`src/rtl/msp_pkg.sv`:
```
package msp_pkg;
  typedef enum logic [1:0] {
    MD_ASYNC = 2'd0,
    MD_SYNC  = 2'd1,
    MD_LIN   = 2'd2,
    MD_RSVD  = 2'd3
  } mode_e;

  typedef enum logic [1:0] {T_IDLE, T_SHIFT, T_BREAK} tx_st_e;

  typedef enum logic [2:0] {R_IDLE, R_START, R_DATA, R_STOP, R_WAIT} rx_st_e;
endpackage

```
`src/rtl/msp_sync.sv`:
```
module msp_sync #(
  parameter int          W       = 1,
  parameter int          STAGES  = 2,
  parameter logic [W-1:0] RST_VAL = '0
) (
  input  logic         clk,
  input  logic         rst_n,
  input  logic [W-1:0] d,
  output logic [W-1:0] q
);
  logic [STAGES-1:0][W-1:0] stg;

  always_ff @(posedge clk or negedge rst_n) begin
    if (!rst_n) begin
      stg <= {STAGES{RST_VAL}};
    end else begin
      stg[0] <= d;
      for (int i = 1; i < STAGES; i++) stg[i] <= stg[i-1];
    end
  end

  assign q = stg[STAGES-1];
endmodule

```
`src/rtl/msp_tx.sv`:
```
module msp_tx
  import msp_pkg::*;
#(
  parameter int BIT_DIV  = 8,
  parameter int DATA_W   = 8,
  parameter int BRK_BASE = 13
) (
  input  logic              clk,
  input  logic              rst_n,
  input  logic              sync_md,
  input  logic              master,
  input  logic              framed,
  input  logic              dly_en,
  input  logic              slave_fall,
  input  logic              brk_req,
  input  logic [1:0]        brk_len,
  input  logic              tx_valid,
  input  logic [DATA_W-1:0] tx_data,
  output logic              tx_ready,
  output logic              brk_done,
  output logic              txd,
  output logic              tx_idle,
  output logic              sclk_o,
  output logic              samp_m
);
  localparam int HALF = BIT_DIV / 2;
  localparam int CW   = $clog2(BIT_DIV);
  localparam int FW   = DATA_W + 2;
  localparam int NW   = $clog2(FW + 1);
  localparam int BW   = $clog2(BRK_BASE + 4);
  localparam logic [CW-1:0] CNT_MAX  = CW'(BIT_DIV - 1);
  localparam logic [CW-1:0] CNT_HALF = CW'(HALF);

  tx_st_e          st;
  logic [CW-1:0]   cnt;
  logic [FW-1:0]   fr;
  logic [NW-1:0]   nleft;
  logic [BW-1:0]   bcnt, blast;
  logic [HALF-1:0] dly_sr;
  logic            slave, bit_end, step, sclk_raw;

  assign slave    = sync_md & ~master;
  assign bit_end  = (cnt == CNT_MAX);
  assign step     = slave ? slave_fall : bit_end;
  assign blast    = BW'(BRK_BASE - 1) + BW'(brk_len);
  assign brk_done = (st == T_BREAK) & bit_end & (bcnt == blast);
  assign tx_ready = (st == T_IDLE) & ~brk_req;
  assign tx_idle  = (st == T_IDLE);
  assign txd      = (st == T_SHIFT) ? fr[0] : (st != T_BREAK);
  assign sclk_raw = (st == T_SHIFT) & sync_md & master & (cnt >= CNT_HALF);
  assign samp_m   = (st == T_SHIFT) & sync_md & master & (cnt == CNT_HALF);

  always_ff @(posedge clk or negedge rst_n) begin
    if (!rst_n) begin
      st    <= T_IDLE;
      cnt   <= '0;
      fr    <= '1;
      nleft <= '0;
      bcnt  <= '0;
    end else begin
      case (st)
        T_IDLE: begin
          cnt <= '0;
          if (brk_req) begin
            st   <= T_BREAK;
            bcnt <= '0;
          end else if (tx_valid) begin
            st    <= T_SHIFT;
            nleft <= framed ? NW'(FW) : NW'(DATA_W);
            fr    <= framed ? {1'b1, tx_data, 1'b0} : {2'b11, tx_data};
          end
        end
        T_SHIFT: begin
          if (!slave) cnt <= bit_end ? '0 : cnt + 1'b1;
          if (step) begin
            fr    <= {1'b1, fr[FW-1:1]};
            nleft <= nleft - 1'b1;
            if (nleft == NW'(1)) st <= T_IDLE;
          end
        end
        T_BREAK: begin
          cnt <= bit_end ? '0 : cnt + 1'b1;
          if (bit_end) begin
            bcnt <= bcnt + 1'b1;
            if (bcnt == blast) st <= T_IDLE;
          end
        end
        default: st <= T_IDLE;
      endcase
    end
  end

  // half-period delay line for the optional shifted master clock
  always_ff @(posedge clk or negedge rst_n) begin
    if (!rst_n) begin
      dly_sr <= '0;
    end else begin
      dly_sr[0] <= sclk_raw;
      for (int i = 1; i < HALF; i++) dly_sr[i] <= dly_sr[i-1];
    end
  end

  assign sclk_o = dly_en ? dly_sr[HALF-1] : sclk_raw;
endmodule

```
`src/rtl/msp_rx.sv`:
```
module msp_rx
  import msp_pkg::*;
#(
  parameter int BIT_DIV = 8,
  parameter int DATA_W  = 8
) (
  input  logic              clk,
  input  logic              rst_n,
  input  logic              rxs,
  input  logic              sync_md,
  input  logic              framed,
  input  logic              samp,
  output logic [DATA_W-1:0] rx_data,
  output logic              rx_valid,
  output logic              rx_idle
);
  localparam int HALF = BIT_DIV / 2;
  localparam int CW   = $clog2(BIT_DIV);
  localparam int BNW  = $clog2(DATA_W);
  localparam logic [CW-1:0]  CNT_MAX  = CW'(BIT_DIV - 1);
  localparam logic [CW-1:0]  CNT_HM1  = CW'(HALF - 1);
  localparam logic [BNW-1:0] BIT_LAST = BNW'(DATA_W - 1);

  rx_st_e            st;
  logic [CW-1:0]     cnt;
  logic [BNW-1:0]    bitn;
  logic [DATA_W-1:0] sh, nxt_sh;
  logic              bit_end, ev;

  assign bit_end = (cnt == CNT_MAX);
  assign ev      = sync_md ? samp : bit_end;
  assign nxt_sh  = {rxs, sh[DATA_W-1:1]};
  assign rx_idle = (st == R_IDLE);

  always_ff @(posedge clk or negedge rst_n) begin
    if (!rst_n) begin
      st       <= R_IDLE;
      cnt      <= '0;
      bitn     <= '0;
      sh       <= '0;
      rx_data  <= '0;
      rx_valid <= 1'b0;
    end else begin
      rx_valid <= 1'b0;
      case (st)
        R_IDLE: begin
          cnt <= '0;
          if (sync_md) begin
            if (samp) begin
              if (!framed) begin
                sh   <= nxt_sh;
                bitn <= BNW'(1);
                st   <= R_DATA;
              end else if (!rxs) begin
                bitn <= '0;
                st   <= R_DATA;
              end
            end
          end else if (!rxs) begin
            st <= R_START;
          end
        end
        R_START: begin
          if (cnt == CNT_HM1) begin
            cnt  <= '0;
            bitn <= '0;
            st   <= rxs ? R_IDLE : R_DATA;
          end else begin
            cnt <= cnt + 1'b1;
          end
        end
        R_DATA: begin
          if (!sync_md) cnt <= bit_end ? '0 : cnt + 1'b1;
          if (ev) begin
            sh   <= nxt_sh;
            bitn <= bitn + 1'b1;
            if (bitn == BIT_LAST) begin
              if (framed) begin
                st <= R_STOP;
              end else begin
                st       <= R_IDLE;
                rx_data  <= nxt_sh;
                rx_valid <= 1'b1;
              end
            end
          end
        end
        R_STOP: begin
          if (!sync_md) cnt <= bit_end ? '0 : cnt + 1'b1;
          if (ev) begin
            if (rxs) begin
              rx_data  <= sh;
              rx_valid <= 1'b1;
              st       <= R_IDLE;
            end else begin
              st <= sync_md ? R_IDLE : R_WAIT;
            end
          end
        end
        R_WAIT: if (rxs) st <= R_IDLE;
        default: st <= R_IDLE;
      endcase
    end
  end
endmodule

```
`src/rtl/msp_top.sv`:
```
module msp_top
  import msp_pkg::*;
#(
  parameter int BIT_DIV  = 8,
  parameter int DATA_W   = 8,
  parameter int BRK_BASE = 13
) (
  input  logic              clk,
  input  logic              rst_n,
  input  logic              cfg_we,
  input  logic [7:0]        cfg_wdata,
  input  logic              tx_valid,
  input  logic [DATA_W-1:0] tx_data,
  output logic              tx_ready,
  input  logic              rxd,
  input  logic              sclk_i,
  output logic              txd,
  output logic              sclk_o,
  output logic [DATA_W-1:0] rx_data,
  output logic              rx_valid,
  output logic              tx_idle,
  output logic              rx_idle
);
  mode_e      cfg_mode, wr_mode;
  logic       brk_req, cfg_master, cfg_dly, cfg_frame;
  logic [1:0] cfg_blen;
  logic       brk_done, brk_keep, sync_md, framed, dly_en;
  logic       rxs, sck_s, sck_q, sck_rise, sck_fall, samp_m, samp;

  assign wr_mode  = mode_e'(cfg_wdata[1:0]);
  assign brk_keep = brk_req & ~brk_done;

  always_ff @(posedge clk or negedge rst_n) begin
    if (!rst_n) begin
      cfg_mode   <= MD_ASYNC;
      brk_req    <= 1'b0;
      cfg_master <= 1'b0;
      cfg_dly    <= 1'b0;
      cfg_frame  <= 1'b0;
      cfg_blen   <= 2'd0;
    end else if (cfg_we) begin
      cfg_mode   <= wr_mode;
      brk_req    <= (brk_keep | cfg_wdata[2]) & (wr_mode == MD_LIN);
      cfg_master <= cfg_wdata[3] & (wr_mode == MD_SYNC);
      cfg_dly    <= cfg_wdata[4];
      cfg_frame  <= cfg_wdata[5];
      cfg_blen   <= cfg_wdata[7:6];
    end else begin
      brk_req <= brk_keep;
    end
  end

  assign sync_md = (cfg_mode == MD_SYNC);
  assign framed  = ~sync_md | cfg_frame;
  assign dly_en  = cfg_dly & cfg_master;

  msp_sync #(.W(2), .STAGES(2), .RST_VAL(2'b01)) u_sync (
    .clk(clk), .rst_n(rst_n), .d({sclk_i, rxd}), .q({sck_s, rxs})
  );

  always_ff @(posedge clk or negedge rst_n) begin
    if (!rst_n) sck_q <= 1'b0;
    else        sck_q <= sck_s;
  end

  assign sck_rise = sck_s & ~sck_q;
  assign sck_fall = ~sck_s & sck_q;
  assign samp     = cfg_master ? samp_m : sck_rise;

  msp_tx #(.BIT_DIV(BIT_DIV), .DATA_W(DATA_W), .BRK_BASE(BRK_BASE)) u_tx (
    .clk(clk), .rst_n(rst_n), .sync_md(sync_md), .master(cfg_master),
    .framed(framed), .dly_en(dly_en), .slave_fall(sck_fall),
    .brk_req(brk_req), .brk_len(cfg_blen), .tx_valid(tx_valid),
    .tx_data(tx_data), .tx_ready(tx_ready), .brk_done(brk_done),
    .txd(txd), .tx_idle(tx_idle), .sclk_o(sclk_o), .samp_m(samp_m)
  );

  msp_rx #(.BIT_DIV(BIT_DIV), .DATA_W(DATA_W)) u_rx (
    .clk(clk), .rst_n(rst_n), .rxs(rxs), .sync_md(sync_md),
    .framed(framed), .samp(samp), .rx_data(rx_data),
    .rx_valid(rx_valid), .rx_idle(rx_idle)
  );
endmodule

```
`config.mk`:
```
export PLATFORM = sky130hd
export DESIGN_NAME = msp_top
export DESIGN_NICKNAME = d
export VERILOG_FILES = /design/src/rtl/msp_pkg.sv /design/src/rtl/msp_sync.sv /design/src/rtl/msp_tx.sv /design/src/rtl/msp_rx.sv /design/src/rtl/msp_top.sv
export SDC_FILE = /design/constraint.sdc
export NUM_CORES = 1
export LEC_CHECK = 0
export BUFFER_PORTS_ARGS = -buffer_cell sky130_fd_sc_hd__buf_2
export CELL_PAD_IN_SITES_DETAIL_PLACEMENT = 1
export CELL_PAD_IN_SITES_GLOBAL_PLACEMENT = 2
export CORE_MARGIN = 5
export CORE_UTILIZATION = 38
export DETAILED_ROUTE_END_ITERATION = 12
export PLACE_DENSITY = 0.87
export SLEW_MARGIN = 30
export SYNTH_ARGS = -nofsm -noshare
export SYNTH_HDL_FRONTEND = slang
export SYNTH_SLANG_ARGS = --single-unit
```
`constraint.sdc`:
```
create_clock -name clk -period 2.5 [get_ports clk]
set_input_delay 0.25 -clock clk [delete_from_list [all_inputs] [get_ports clk]]
set_output_delay 0.25 -clock clk [all_outputs]
set_load 0.005 [all_outputs]
```
==> metrics, run 1 <==
Bufs on Longest Clock Path=2; pin count of the biggest net entering global routing=43; share of layout cells above drive strength 1=between 20% and 30%; vias in the first global route=2934; Crit. End Element=output pin; CP Data Arrival Time=just under 2000 ps; via count=2673; fin crit period=2229 ps; # placed instances=474; HP Class=input pin to flop; Netlist Area Pre-Place=3492 sq um; Synth area leaders=dfrtp_1, dfstp_2, ha_1, mux2_1, mux2_2; clock tree sinks=66; Switching Power=0.001625 W; Top Ports=36; part of the Yosys area used for sequential elements=47.69%; Worst Clk Skew=9.807 ps; area of the core=9109 sq um; syn_nets=372; Pleak=1.873 nW; DP Area=3815 sq um; Clock Pin Slew Worst Setup and Hold Paths=80 ps; Simple-Gate Fraction of Synth Area=15.87%; GPL Wtd Cong=0.8141; Port Buffers=35; Hold WS=between 100 and 150 ps; Power Dens Cells=between 1000 and 1500 nW/um^2; first-pass GRT wire length=between 10000 and 15000 um; CP startpoint kind=flop; grt met2 use=25.87%; fill count=a little over 1000; Netlist cell types=57; wire per inst=around 16 um; maximum fanout along the worst path=27; part of the power in the clock network=19.1%; CTS HTree Levels=3; hpwl dp=~6000 um; final instance area=4015 sq um; Ys Warns=0; die height=105.9 um; GRT Util Overall=15.93%; Reg power frac=40.5%; GRT overflow=0; Fmax=448.6 MHz; crit path kind=flop to output pin; Area Growth Syn to Fin=14.98%; Final ANT Viol Nets=0; Slew @ Worst Pin=627.1 ps; met3 Resource Use GR=about 3%; Int Pwr=0.002507 W; flop-to-flop setup slack=320 ps; PostCTS Resize Cnt=0; combinational fraction of design power=approximately two fifths; # diodes=0; wirelength, routed=around 8000 um; portion of netlist area occupied by mux cells=approximately 11%; area of the die=11210 sq um; RSZ-0062 raised after global routing=no; final hold vios=0; TritonRoute pass-1 iters=6; met1 Usage GRT=20.99%; Final TNS setup=0 ps; largest family of logic cells by synthesized area=simple AND/OR/NAND/NOR gates; clk root buf=clkbuf_8; Via density=5.422; final worst-path cycle share=89.18%; Post-CTS Repair Setup Buffers=0; cell count after synthesis=334; Yosys top cell by area=dfrtp_1; XOR/XNOR Fraction of Synth Area=0.7524%; final cell count without fillers=approximately 500; status=finished clean; Mean Syn Cell Area=roughly 10 sq um; post-synthesis compound-gate area fraction=around 15%; cts hold-fix bufs=3; max-cap viol count=0; fin util=44.08%; Slew HR=58.19%; GRT busiest layer=met2; initial core utilization=38.34%; nets=415; initial DRC count=128; VDD IR max=351.6 uV; initial antenna violation count=0; width of the die=roughly 110 um; DRC Markers=0; Final Max Slew Viols=0; WP data required=roughly 2300 ps; Yosys reg bits=66; CTS tree=yes; Synth top area share=39.41%; Skew-Pair Late Insertion Delay=350 ps; Row Count=35; TritonCTS Buffers=9; final count of negative-setup-slack endpoints=0; Post-Synth Adder-Cell Area=5.733%; Sw Ratio=39.32%
[power groups by stage]
stage                     registers (W)  logic, W  clock network, W
final                           0.00168   0.00167          0.000788
after global routing            0.00172   0.00190          0.000877
after CTS                       0.00168   0.00171          0.000825
after detailed placement        0.00170   0.00169                 0
after global placement          0.00168   0.00162                 0
after floorplan                 0.00158   0.00126                 0
[metrics by stage]
stage,power [W],worst slack [ps]
4_1_cts,0.004210,250.9
6_report,0.004132,270.6
2_1_floorplan,0.002839,579.1
3_3_place_gp,0.003290,438.0
3_5_place_dp,0.003392,324.5
5_1_grt,0.004499,140.6
[kinds of logic after synthesis]
family,Yosys count
fa+ha+maj,16
mux,35
simple gates,103
xor+xnor,3
compound gates,78
flops,66
buf+inv,33
[routing by layer]
metal	part of all wire, %	vias to the layer above
met3	2.7	12
met2	48	38
met5	0	-
met4	1.8	0
met1	47	1338
li1	-	1285
[sequential cells by signal, indices dropped and copies added (netlist names)]
register       flops
brk_req            1
u_rx.rx_data       8
u_rx.rx_valid      1
u_tx.cnt           3
u_tx.bcnt          5
u_tx.dly_sr        4
u_rx.cnt           3
sck_q              1
u_sync.q           2
u_rx.st            3
u_tx.fr            9
cfg_dly            1
u_sync.stg         2
cfg_master         1
cfg_blen           2
u_rx.sh            8
u_tx.st            2
cfg_mode           2
u_tx.nleft         4
cfg_frame          1
u_rx.bitn          3
[critical path, cell delays in order (launching register included)]
cell and delay (ps):
dfrtp_1 410, inv_1 110, ha_1 210, buf_4 310
nand4_1 190, o21ai_0 240, buf_2 160
[layout make-up]
cell class	instances	area, sq um	area share, %
Clock buffer	9	123.9	3.085
Clock inverter	7	46.29	1.153
Tap cell	111	138.9	3.459
Sequential cell	66	1665	41.48
Multi-Input combinational cell	235	1692	42.13
Inverter	19	71.32	1.776
Timing Repair Buffer	46	277.8	6.918
[synth_stat cells, drive strengths merged]
| cell | instances |
|---|---|
| or2 | 1 |
| nor2 | 21 |
| nor4 | 1 |
| a222oi | 2 |
| buf | 6 |
| a22o | 3 |
| nand2b | 7 |
| o2bb2ai | 1 |
| dfrtp | 55 |
| o311a | 1 |
| or4 | 1 |
| a21oi | 11 |
| xor2 | 2 |
| a21boi | 1 |
| or3b | 1 |
| nor2b | 5 |
| o22ai | 2 |
| inv | 19 |
| and3 | 3 |
| a31oi | 14 |
| nor3b | 3 |
| a211oi | 1 |
| and4 | 1 |
| o41ai | 1 |
| nand4 | 5 |
| a2bb2oi | 1 |
| dfstp | 11 |
| nand2 | 36 |
| a221o | 2 |
| mux2 | 25 |
| o22a | 1 |
| clkbuf | 8 |
| nand3b | 1 |
| o21ai | 30 |
| nand4b | 1 |
| o211ai | 3 |
| xnor2 | 1 |
| nor3 | 7 |
| or3 | 2 |
| mux2i | 10 |
| a22oi | 4 |
| nand3 | 7 |
| ha | 16 |
[placed cells by master (no fill, tap or decap), types with 11 or more instances in the layout]
| cell type | instances |
|---|---|
| ha_1 | 16 |
| dfstp_2 | 11 |
| o21ai_0 | 17 |
| inv_1 | 17 |
| buf_2 | 35 |
| nor2_1 | 21 |
| mux2_1 | 13 |
| nand2_1 | 35 |
| a31oi_1 | 12 |
| a21oi_1 | 11 |
| mux2_2 | 12 |
| dfrtp_1 | 55 |
[final timing paths]
kind	start	cells past startpoint	to
worst max-delay path	u_tx.st[1]$_DFFE_PN0P_	6	sclk_o
worst min-delay path	cfg_wdata[7]	2	cfg_blen[1]$_DFFE_PN0P_
worst max register to register	u_tx.st[1]$_DFFE_PN0P_	7	u_rx.sh[6]$_DFFE_PN0P_
worst min register to register	u_sync.stg[1]$_DFF_PN0_	0	u_sync.q[1]$_DFF_PN0_
max in group asynchronous	rst_n	3	u_tx.fr[7]$_DFFE_PN1P_
min in group asynchronous	rst_n	2	cfg_frame$_DFFE_PN0P_
Note: power is estimated with default switching activity, not from simulation.
==> run 2, diff against run 1 <==
- CELL_PAD_IN_SITES_GLOBAL_PLACEMENT: 2 -> 1
- CORE_UTILIZATION: 38 -> 43
- PLACE_DENSITY: 0.87 -> 0.82
==> metrics, run 2 (synthesis gave the netlist of run 1 again) <==
status=finished clean; Worst Clk Skew=8.361 ps (-1.446 ps); WP data required=2720 ps (+470 ps); maximum fanout along the worst path=8 (-70%); area of the core=7807 sq um (-14%); CP Data Arrival Time=2460 ps (+480 ps); cts hold-fix bufs=3 (unchanged); Crit. End Element=flop; final count of negative-setup-slack endpoints=0 (unchanged); initial core utilization=44.73% (+6.4 points); final cell count without fillers=483 (-2.0%); Top Ports=36 (unchanged); Skew-Pair Late Insertion Delay=340 ps (about the same); nets=414 (-0.24%); vias in the first global route=2869 (-2.2%); fin crit period=2241 ps (+11.38 ps); pin count of the biggest net entering global routing=39 (-9.3%); fill count=892 (-14%); VDD IR max=381.9 uV (+8.6%); overall power=0.004135 W (about the same); post-route setup slack=259.2 ps (-11.38 ps); Largest regs=u_tx.fr (9), u_rx.rx_data (8), u_rx.sh (8); initial DRC count=110 (-14%); Port Buffers=35 (unchanged); share of layout cells above drive strength 1=24.93% (-0.98 points); clk root buf=clkbuf_8; via count=2654 (-0.71%); DRC Markers=0 (unchanged); number of flip-flops under the largest register name=9 (unchanged); wire per inst=17.40 um (+7.6%); crit path kind=flop to flop; register area=1665 sq um (unchanged); Post-CTS Repair Setup Buffers=0 (unchanged); initial antenna violation count=0 (unchanged); CP startpoint kind=flop; Place WS=303.0 ps (-21.46 ps); area of the die=10020 sq um (-11%); Final Max Slew Viols=0 (unchanged); # diodes=0 (unchanged); CTS tree=yes; GRT overflow=0 (unchanged); Power Dens Cells=1036 nW/um^2 (+0.69%); max-cap viol count=0 (unchanged); Multi-input gate area=1692 sq um (unchanged); RSZ-0062 raised after global routing=no; Final ANT Viol Nets=0 (unchanged); Row Count=32 (-8.6%); commonest non-fill, non-tap cell in the layout=dfrtp_1; HP Class=input pin to flop; Slew @ Worst Pin=709.9 ps (+82.80 ps); Bufs on Longest Clock Path=2 (unchanged); PostCTS Resize Cnt=0 (unchanged); Clock Pin Slew Worst Setup and Hold Paths=70 ps (about the same); # placed instances=464 (-2.1%); Final TNS setup=0 ps (unchanged); commonest non-fill, non-tap cells in the layout=dfrtp_1, nand2_1, buf_2; Slew HR=52.67% (-5.5 points); GPL Wtd Cong=0.8007 (-1.6%); Pleak=1.875 nW (about the same); wirelength, routed=8404 um (+5.5%); Fmax=446.3 MHz (-0.51%); Biggest register=u_tx.fr; CTS HTree Levels=3 (unchanged); GRT Util Overall=17.97% (+2.0 points); TritonRoute pass-1 iters=4 (-2); final worst-path cycle share=89.63% (+0.46 points); Via density=5.495 (+1.3%); clock tree sinks=66 (unchanged); hpwl dp=5889 um (about the same); die height=100.1 um (-5.4%); width of the die=100.1 um (-5.4%); TritonCTS Buffers=9 (unchanged); final hold vios=0 (unchanged); Area Growth Syn to Fin=14.26%; first-pass GRT wire length=14360 um (unchanged)
[run 2: cell types whose count changed in the layout (fill, tap and decap cells not counted), sizes merged]
cell and delta:
clkbuf +4, clkinvlp -3, buf -1, clkinv -1
[run 2: through the flow]
stage          cell area [sq um]  hold slack [ps]  util (%)
2_1_floorplan               3492           -45.59         -
4_1_cts                     3990            121.2     51.11
5_1_grt                     3990            129.7     51.11
6_report                    3990            140.9     51.11
3_5_place_dp                3796            338.0     48.62
3_3_place_gp                3796            326.0     48.62
[run 2: critical path, stage by stage (launching register included)]
cell	delay (ps)
dfrtp_1	410
inv_1	100
ha_1	220
and4_1	190
o21ai_2	270
a21boi_1	140
o21ai_2	400
mux2_1	380
[run 2: final timing paths]
check                                         start                        to  slack [ps]  cells past startpoint
setup / recovery             u_tx.st[1]$_DFFE_PN0P_    u_rx.sh[4]$_DFFE_PN0P_         260                      7
hold / removal                         cfg_wdata[5]     cfg_frame$_DFFE_PN0P_         140                      2
setup reg to reg             u_tx.st[1]$_DFFE_PN0P_    u_rx.sh[4]$_DFFE_PN0P_         260                      7
hold reg to reg            u_tx.dly_sr[2]$_DFF_PN0_  u_tx.dly_sr[3]$_DFF_PN0_         350                      0
max in group asynchronous                     rst_n     u_sync.q[0]$_DFF_PN1_        1290                      3
min in group asynchronous                     rst_n  u_tx.bcnt[4]$_DFFE_PN0P_         490                      2
[run 2: area by class of cell]
type	count	share of cell area (%)
clock inverters	3	0.3763
repair buffers	45	6.773
well taps	102	3.198
inverters	19	1.787
clock buffers	13	3.732
multi-input cells	235	42.40
flip-flops and latches	66	41.74
[run 2: report_power, final]
| group | internal, W | switching (W) |
|---|---|---|
| combinational | 0.000724 | 0.000926 |
| clock | 0.000384 | 0.000411 |
| sequential | 0.00141 | 0.000283 |
| total | 0.00251 | 0.00162 |
[run 2: layer usage]
metal  global-route usage [%]  vias to the layer above  part of all wire [%]
met3                    4.170                        9                   3.0
met1                    22.94                     1337                    46
met4                    4.767                        0                   1.2
met2                    30.73                       36                    50
li1                         -                     1272                     -
met5                        0                        -                     0
